--- src/rtl/vhb_pkg.sv ---
package vhb_pkg;

    localparam int HOST_W  = 8;
    localparam int LANES   = 2;
    localparam int WORD_AW = 16;
    localparam int UPPER_W = 2;
    localparam int MEM_AW  = WORD_AW + UPPER_W;
    localparam int MEM_DW  = HOST_W * LANES;

    typedef enum logic [1:0] {
        PORT_ADDR_LO = 2'd0,
        PORT_ADDR_HI = 2'd1,
        PORT_DATA    = 2'd2,
        PORT_CTRL    = 2'd3
    } port_e;

    typedef struct packed {
        logic [UPPER_W-1:0] upper;
        logic               swap;
        logic               dbl;
        logic               autoinc;
        logic               wide;
    } ctl_t;

    localparam int CTL_W = $bits(ctl_t);

    typedef struct packed {
        logic [MEM_AW-1:0] addr;
        logic [HOST_W-1:0] data;
        logic              lane;
    } stage_t;

    function automatic logic [UPPER_W-1:0] upper_bits(ctl_t c, logic shown);
        logic [UPPER_W-1:0] u;
        u = c.upper;
        if (c.dbl) u[UPPER_W-1] = ~(shown ^ c.swap);
        return u;
    endfunction

endpackage

--- src/rtl/vhb_regs.sv ---
module vhb_regs
    import vhb_pkg::*;
(
    input  logic               clk,
    input  logic               rst,
    input  logic               wr_en,
    input  logic [1:0]         port,
    input  logic [HOST_W-1:0]  wdata,
    output ctl_t               ctl,
    output logic [WORD_AW-1:0] word_addr,
    output logic               bsel
);

    always_ff @(posedge clk) begin
        if (rst) begin
            ctl       <= '0;
            word_addr <= '0;
            bsel      <= 1'b0;
        end else if (wr_en) begin
            case (port_e'(port))
                PORT_ADDR_LO: begin
                    word_addr[HOST_W-1:0] <= wdata;
                    bsel <= 1'b0;
                end
                PORT_ADDR_HI: word_addr[WORD_AW-1:HOST_W] <= wdata;
                PORT_DATA: begin
                    bsel <= ~bsel;
                    if (ctl.autoinc && bsel) word_addr <= word_addr + 1'b1;
                end
                default: ctl <= ctl_t'(wdata[CTL_W-1:0]);
            endcase
        end
    end


    lo_clears_bsel_chk: assert property (@(posedge clk) disable iff (rst)
        (wr_en && port == PORT_ADDR_LO) |=> !bsel);


    autoinc_step_chk: assert property (@(posedge clk) disable iff (rst)
        (wr_en && port == PORT_DATA && ctl.autoinc && bsel)
            |=> word_addr == $past(word_addr) + 1'b1);


    no_step_chk: assert property (@(posedge clk) disable iff (rst)
        (wr_en && port == PORT_DATA && !ctl.autoinc) |=> $stable(word_addr));

endmodule

--- src/rtl/vhb_stage.sv ---
module vhb_stage
    import vhb_pkg::*;
(
    input  logic              clk,
    input  logic              rst,
    input  logic              capture,
    input  stage_t            cap,
    input  logic              slot_busy,
    output logic              pending,
    output logic              mem_we,
    output logic [MEM_AW-1:0] mem_addr,
    output logic [MEM_DW-1:0] mem_wdata,
    output logic [LANES-1:0]  mem_be
);

    stage_t held;

    always_ff @(posedge clk) begin
        if (rst) begin
            pending <= 1'b0;
            held    <= '0;
        end else if (capture && !pending) begin
            pending <= 1'b1;
            held    <= cap;
        end else if (pending && !slot_busy) begin
            pending <= 1'b0;
        end
    end

    assign mem_we   = pending && !slot_busy;
    assign mem_addr = held.addr;

    for (genvar g = 0; g < LANES; g++) begin : g_lane
        assign mem_wdata[g*HOST_W +: HOST_W] = held.data;
        assign mem_be[g] = (held.lane == g[0]);
    end


    busy_blocks_chk: assert property (@(posedge clk) disable iff (rst)
        slot_busy |-> !mem_we);


    single_strobe_chk: assert property (@(posedge clk) disable iff (rst)
        mem_we |=> !mem_we);


    one_lane_chk: assert property (@(posedge clk) disable iff (rst)
        mem_we |-> $countones(mem_be) == 1);


    hold_stable_chk: assert property (@(posedge clk) disable iff (rst)
        (pending && slot_busy) |=> (pending && $stable(mem_addr) && $stable(mem_wdata)
                                     && $stable(mem_be)));

endmodule

--- src/rtl/vram_host_bridge.sv ---
module vram_host_bridge
    import vhb_pkg::*;
(
    input  logic              clk,
    input  logic              rst,
    input  logic              host_we,
    input  logic [1:0]        host_port,
    input  logic [7:0]        host_wdata,
    input  logic              slot_busy,
    input  logic              disp_buf,
    output logic [17:0]       vram_addr,
    output logic [15:0]       vram_wdata,
    output logic [1:0]        vram_be,
    output logic              vram_we,
    output logic              host_wait,
    output logic              wide_mode
);

    ctl_t               ctl;
    logic [WORD_AW-1:0] word_addr;
    logic               bsel;
    logic               accepted;
    logic               capture;
    stage_t             cap;

    assign accepted = host_we && !host_wait;
    assign capture  = accepted && (host_port == PORT_DATA);

    vhb_regs u_regs (
        .clk       (clk),
        .rst       (rst),
        .wr_en     (accepted),
        .port      (host_port),
        .wdata     (host_wdata),
        .ctl       (ctl),
        .word_addr (word_addr),
        .bsel      (bsel)
    );

    always_comb begin
        cap.addr = {upper_bits(ctl, disp_buf), word_addr};
        cap.data = host_wdata;
        cap.lane = bsel;
    end

    vhb_stage u_stage (
        .clk       (clk),
        .rst       (rst),
        .capture   (capture),
        .cap       (cap),
        .slot_busy (slot_busy),
        .pending   (host_wait),
        .mem_we    (vram_we),
        .mem_addr  (vram_addr),
        .mem_wdata (vram_wdata),
        .mem_be    (vram_be)
    );

    assign wide_mode = ctl.wide;


    wait_rise_chk: assert property (@(posedge clk) disable iff (rst)
        capture |=> host_wait);


    ignored_write_chk: assert property (@(posedge clk) disable iff (rst)
        (host_wait && host_we) |=> ($stable(ctl) && $stable(word_addr) && $stable(bsel)));

endmodule

--- config.mk ---
export PLATFORM = sky130hd
export DESIGN_NAME = vram_host_bridge
export DESIGN_NICKNAME = d
export VERILOG_FILES = /design/src/rtl/vhb_pkg.sv /design/src/rtl/vhb_regs.sv /design/src/rtl/vhb_stage.sv /design/src/rtl/vram_host_bridge.sv
export SDC_FILE = /design/constraint.sdc
export NUM_CORES = 1
export LEC_CHECK = 0
export ABC_AREA = 1
export BUFFER_PORTS_ARGS = -buffer_cell sky130_fd_sc_hd__buf_4
export CELL_PAD_IN_SITES_DETAIL_PLACEMENT = 1
export CELL_PAD_IN_SITES_GLOBAL_PLACEMENT = 1
export CORE_UTILIZATION = 40
export DETAILED_ROUTE_END_ITERATION = 10
export GPL_ROUTABILITY_DRIVEN = 0
export PLACE_DENSITY_LB_ADDON = 0.25
export SYNTH_ARGS = -nofsm -noshare
export SYNTH_HDL_FRONTEND = slang
export SYNTH_SLANG_ARGS = --single-unit
export TNS_END_PERCENT = 5
--- constraint.sdc ---
create_clock -name clk -period 1.9 [get_ports clk]
set_input_delay 0.19 -clock clk [delete_from_list [all_inputs] [get_ports clk]]
set_output_delay 0.19 -clock clk [all_outputs]
set_load 0.03 [all_outputs]
==> flow_summary.json, run 1 <==
{
  "rsz0062_at_grt": "false",
  "intPower_mw": 1.69,
  "boundaryPins": 54,
  "worst_skew_pair.late_latency_ps": 310,
  "slew_viol_final": 0,
  "setup_violations": 0,
  "synth-seq-cells": 51,
  "fin_tns_setup_ps": 0,
  "relSlewSlack_pct": 74.5,
  "sw_frac_of_total_pct": 28.3,
  "cts-resized-gates": 0,
  "ant_nets": 0,
  "vias_per_cell": 5.15,
  "die_x_um": 79.4,
  "crit_top_cell": "nand2_1",
  "clockBufferDepth": 2,
  "syn_area_per_cell_um2": 6.86,
  "fin_crit_sh_pct": 81.6,
  "die_area_mm2": 0.00630,
  "area_growth_pct": 21.7,
  "start_util_pct": 42.4,
  "grt_pass1_wl_mm": 11.1,
  "final_area_mm2": 0.00291,
  "p_leak_nw": 1.37,
  "synthDistinctLibCells": 25,
  "vias": 2401,
  "cap_violations": 0,
  "ctsHoldBuffers": 0,
  "track_usage_pct": 22.9,
  "core-area_mm2": 0.00564,
  "htree_levels": 2,
  "syn_area_mm2": 0.00239,
  "min-delay-start": "rst",
  "critPathSlowestCell": "dfxtp_1",
  "skew_ps": 4.24,
  "required_ps": 2110,
  "drc_errors": 0,
  "grt_max_degree": 45,
  "cts.sinks": 51,
  "finalPower_mw": 2.35,
  "power_frac_clock_pct": 33.9,
  "max_stage_delay_ps": 420,
  "grt_overflow_total": 0,
  "first_pass_iters": 4,
  "crit_arrival_ps": 1760,
  "clk_pin_slew_worst_paths_ps": 90,
  "critPathMaxFanout": 6,
  "drive_gt1_share_pct": 18.8,
  "yosysSeqAreaShare_pct": 42.6,
  "die_y_um": 79.4,
  "synthesis.nets": 365,
  "dp_slack_ps": 381,
  "antenna_found_initial": 0,
  "seqPwrFrac_pct": 49.9,
  "period_needed_ps": 1550,
  "crit_chain": "ha_1 -> nand3_1 -> nor2_1 -> nand3_1 -> nand2_1 -> nand2_1 -> nand2_1 -> a21oi_1",
  "grt_pass1_vias": 2403,
  "start_kind": "flip-flop",
  "cts_tree": "yes",
  "fin_ws_ps": 351,
  "setup.worst_path.start": "u_regs.word_addr[0]",
  "synth_edf_count": 0,
  "cts_setup_buffers": 0,
  "worst_slew_pin_slew_ps": 382,
  "irDropWorstVdd_mv": 0.369,
  "port_buffers": 53,
  "end_kind": "flip-flop",
  "synth_cells": 349,
  "worstReg2RegStart": "u_regs.word_addr[0]",
  "wirelength_mm": 6.63,
  "min_path_type": "primary input to flip-flop",
  "async_reset_ff_share_pct": 0,
  "fp-row-count": 27,
  "p_sw_mw": 0.666,
  "ys_warn_count": 0,
  "first_iter_violations": 76,
  "dp.final_hpwl_mm": 4.84,
  "avgRoutedWirePerCell_um": 14.2,
  "status": "complete, no violations",
  "critical_path_class": "flip-flop to flip-flop",
  "antenna_cells": 0,
  "comb_power_share_pct": 16.2,
  "fillers": 753,
  "ys_dominant_reg_cell": "dfxtp_1",
  "numCtsBuffers": 5,
  "fin_nets": 409,
  "finalHoldViolCount": 0,
  "cts_root_buffer": "clkbuf_8",
  "power.density_mw_per_mm2": 807,
  "placed_cell_area_mm2": 0.00280,
  "fmax_mhz": 645
}
==> path summary, 6_finish.rpt <==
check | end | slack, ps | cells past startpoint
max reg2reg | u_regs.word_addr[14] | 350 | 8
max | u_regs.word_addr[14] | 350 | 8
min reg2reg | u_regs.ctl[3] | 470 | 2
min | u_stage.pending | 90 | 2
==> power groups by stage <==
| stage | Combinational [mW] | Sequential [mW] | Clock [mW] |
|---|---|---|---|
| floorplan | 0.196 | 1.25 | 0 |
| global placement | 0.373 | 1.20 | 0 |
| detailed placement | 0.381 | 1.20 | 0 |
| CTS | 0.384 | 1.17 | 0.814 |
| global route | 0.419 | 1.18 | 0.852 |
| finish | 0.380 | 1.17 | 0.798 |
==> per-stage QoR <==
step / instances / util (%) / hold slack, ps
floorplan: 349 / - / 259
global placement: 458 / 49.6 / 416
detailed placement: 458 / 49.6 / 418
CTS: 466 / 51.7 / 85.6
global route: 466 / 51.7 / 85.9
finish: 466 / 51.7 / 91.0
==> cells in the final DEF (no fill, tap or decap), types with 2 or more instances in the layout <==
cell / Yosys / layout
a21oi_1: 43 / 43
buf_4: 9 / 57
clkbuf_8: 0 / 6
dfxtp_1: 51 / 51
inv_1: 37 / 37
nand2_1: 68 / 68
nand3_1: 20 / 20
nand3_2: 2 / 2
nand4_1: 2 / 2
nor2_1: 49 / 49
nor3_1: 3 / 3
o21ai_0: 42 / 42
or2_2: 2 / 2
==> per-layer routing <==
layer | part of all wire [%] | up-vias | wire, um | GRT usage, %
met2 | 50 | 42 | 3290 | 40.3
met5 | 0 | - | 0 | 0
met1 | 45 | 1149 | 2990 | 27.2
met3 | 3.2 | 8 | 209 | 4.23
met4 | 2.0 | 0 | 131 | 8.91
li1 | - | 1202 | - | -
==> kinds of logic after synthesis <==
kind of cell	after synthesis	synth area share [%]
simple gates	149	26.6
compound gates	88	18.8
buf+inv	59	11.1
flops	51	42.6
xor+xnor	1	0.366
fa+ha+maj	1	0.522
==> final cells by class <==
cell class                 instances  area (um2)  area share (%)
clock buffer                       6        82.6            2.83
clock inverter                     2        35.0            1.20
inverter                          39         149            5.11
multi-input combinational        239        1110            38.0
sequential                        51        1020            35.0
tap                               72        90.1            3.09
timing repair buffer              57         428            14.7
==> cell usage after synthesis, types with 2 or more instances <==
| cell type | count | area, um2 |
|---|---|---|
| nand3_1 | 20 | 100 |
| nand3_2 | 2 | 20.0 |
| nand2_1 | 68 | 255 |
| nand4_1 | 2 | 12.5 |
| dfxtp_1 | 51 | 1020 |
| inv_1 | 37 | 139 |
| nor3_1 | 3 | 15.0 |
| nor2_1 | 49 | 184 |
| buf_4 | 9 | 67.6 |
| buf_2 | 4 | 20.0 |
| a21oi_1 | 43 | 215 |
| clkbuf_1 | 5 | 18.8 |
| o21ai_0 | 42 | 210 |
| clkbuf_2 | 2 | 10.0 |
| or2_2 | 2 | 12.5 |
==> state kept, by name, summed over array words and instances, names as in the netlist <==
signal and flops:
u_regs.bsel 1, u_regs.ctl 6, u_regs.word_addr 16, u_stage.mem_addr 18, u_stage.mem_be 1, u_stage.mem_wdata 8
u_stage.pending 1
==> worst max-delay path, delay by kind of cell, from the launching register on <==
| kind | cells | cell delay [ps] |
|---|---|---|
| flip-flops | 1 | 420 |
| adder cells (fa/ha/maj) | 1 | 220 |
| AO/OA/AOI/OAI | 1 | 60 |
| AND/OR/NAND/NOR | 6 | 740 |
Power figures use the tool's default switching activity.
==> run 2: changes to the inputs <==
Settings changed: CORE_UTILIZATION 40 to 37.
Clock period 1.9 ns to 1.6 ns, I/O delays scaled along.
==> flow_summary.json, run 2 (synthesized netlist as in run 1, its figures left out) <==
{
  "fmax_mhz": 697,
  "dp.final_hpwl_mm": 4.94,
  "cts_tree": "yes",
  "die_y_um": 82.5,
  "finalHoldViolCount": 0,
  "final_common_cell": "nand2_1",
  "first_iter_violations": 94,
  "period_needed_ps": 1430,
  "drive_gt1_share_pct": 20.2,
  "crit_buf_inv": 3,
  "worst_skew_pair.late_latency_ps": 310,
  "fp-row-count": 28,
  "numCtsBuffers": 5,
  "power.density_mw_per_mm2": 934,
  "critPathSlowestCell": "dfxtp_1",
  "cap_violations": 0,
  "sw_frac_of_total_pct": 28.6,
  "cts.sinks": 51,
  "die_area_mm2": 0.00680,
  "critical_path_class": "flip-flop to flip-flop",
  "clk_pin_slew_worst_paths_ps": 90,
  "max_stage_delay_ps": 330,
  "fin_nets": 413,
  "drc_errors": 0,
  "ant_nets": 0,
  "clockBufferDepth": 2,
  "grt_pass1_wl_mm": 10.9,
  "stdcell_count": 472,
  "track_usage_pct": 21.2,
  "slew_viol_final": 0,
  "rsz0062_at_grt": "false",
  "p_sw_mw": 0.785,
  "skew_ps": 9.91,
  "fin_crit_sh_pct": 89.6,
  "start_util_pct": 39.3,
  "finalPower_mw": 2.75,
  "worst_slew_pin_slew_ps": 391,
  "end_kind": "flip-flop",
  "antenna_cells": 0,
  "post-place-cells": 465,
  "crit_chain": "inv_1 -> nand2_2 -> inv_1 -> nand3_2 -> buf_4 -> nand2_1 -> nand2_1 -> a21oi_1",
  "vias": 2418,
  "htree_levels": 2,
  "min_path_type": "primary input to flip-flop",
  "wirelength_mm": 6.57,
  "start_kind": "flip-flop",
  "crit_arrival_ps": 1670,
  "fin_tns_setup_ps": 0,
  "antenna_found_initial": 0,
  "whs_ps": 51.3,
  "boundaryPins": 54,
  "grt_pass1_vias": 2335,
  "area_growth_pct": 22.8,
  "grt_overflow_total": 0,
  "required_ps": 1840,
  "die_x_um": 82.5,
  "p_leak_nw": 1.38,
  "final_util_pct": 48.3,
  "setup_violations": 0,
  "grt_max_degree": 31,
  "power_frac_clock_pct": 32.5,
  "irDropWorstVdd_mv": 0.397,
  "first_pass_iters": 4,
  "vias_per_cell": 5.12,
  "core-area_mm2": 0.00610,
  "seqPwrFrac_pct": 50.8,
  "largest_reg_flops": 18,
  "final_cell_mix": "68 x nand2_1, 61 x buf_4, 49 x dfxtp_1",
  "avgRoutedWirePerCell_um": 13.9,
  "cts_root_buffer": "clkbuf_8",
  "comb_power_share_pct": 16.7,
  "crit_family": "buffers and inverters",
  "intPower_mw": 1.96,
  "critPathMaxFanout": 8,
  "status": "complete, no violations",
  "relSlewSlack_pct": 73.9,
  "port_buffers": 53
}
run 2: changes by cell type in the layout (fill, tap and decap cells not counted), sizes merged:
cell / delta
clkbuf: -1
buf: +4
clkinv: -1
clkinvlp: +1
run 2: final timing paths:
path                       startpoint              endpoint  slack [ps]  depth (start not counted)
setup / recovery      u_stage.pending  u_regs.word_addr[14]         170                          8
hold / removal                    rst   u_regs.word_addr[0]          50                          2
setup reg to reg      u_stage.pending  u_regs.word_addr[14]         170                          8
hold reg to reg   u_stage.mem_addr[0]   u_stage.mem_addr[0]         470                          2
run 2: area by class of cell:
class	instances	area, um2
Clock buffer	5	68.8
Clock inverter	2	37.5
Fill cell	811	3150
Inverter	39	149
Multi-Input combinational cell	239	1110
Sequential cell	51	1020
Tap cell	75	93.8
Timing Repair Buffer	61	458
run 2: per-stage QoR:
step / cell area [um2] / setup WS [ps]
2_1_floorplan: 2390 / 203
3_3_place_gp: 2830 / 208
3_5_place_dp: 2830 / 128
4_1_cts: 2940 / 99.8
5_1_grt: 2940 / 9.01
6_report: 2940 / 166
run 2: power by group through the flow:
stage | clock (mW) | combinational (mW) | sequential [mW]
2_1_floorplan | 0 | 0.232 | 1.48
5_1_grt | 0.977 | 0.506 | 1.41
4_1_cts | 0.914 | 0.464 | 1.39
3_5_place_dp | 0 | 0.462 | 1.42
3_3_place_gp | 0 | 0.451 | 1.42
6_report | 0.892 | 0.460 | 1.39
run 2: what timing repair did:
action                                  CTS  global route
endpoints found under the setup margin    0             3
setup buffers                             0             0
hold buffers                              0             0
resized for setup                         0             3
run 2: per-layer routing:
| metal | track usage, % | part of all wire [%] | routed length [um] |
|---|---|---|---|
| met5 | 0 | 0 | 0 |
| met4 | 5.79 | 1.4 | 95 |
| met3 | 3.96 | 4.3 | 280 |
| met2 | 36.3 | 47 | 3100 |
| met1 | 27.2 | 47 | 3090 |
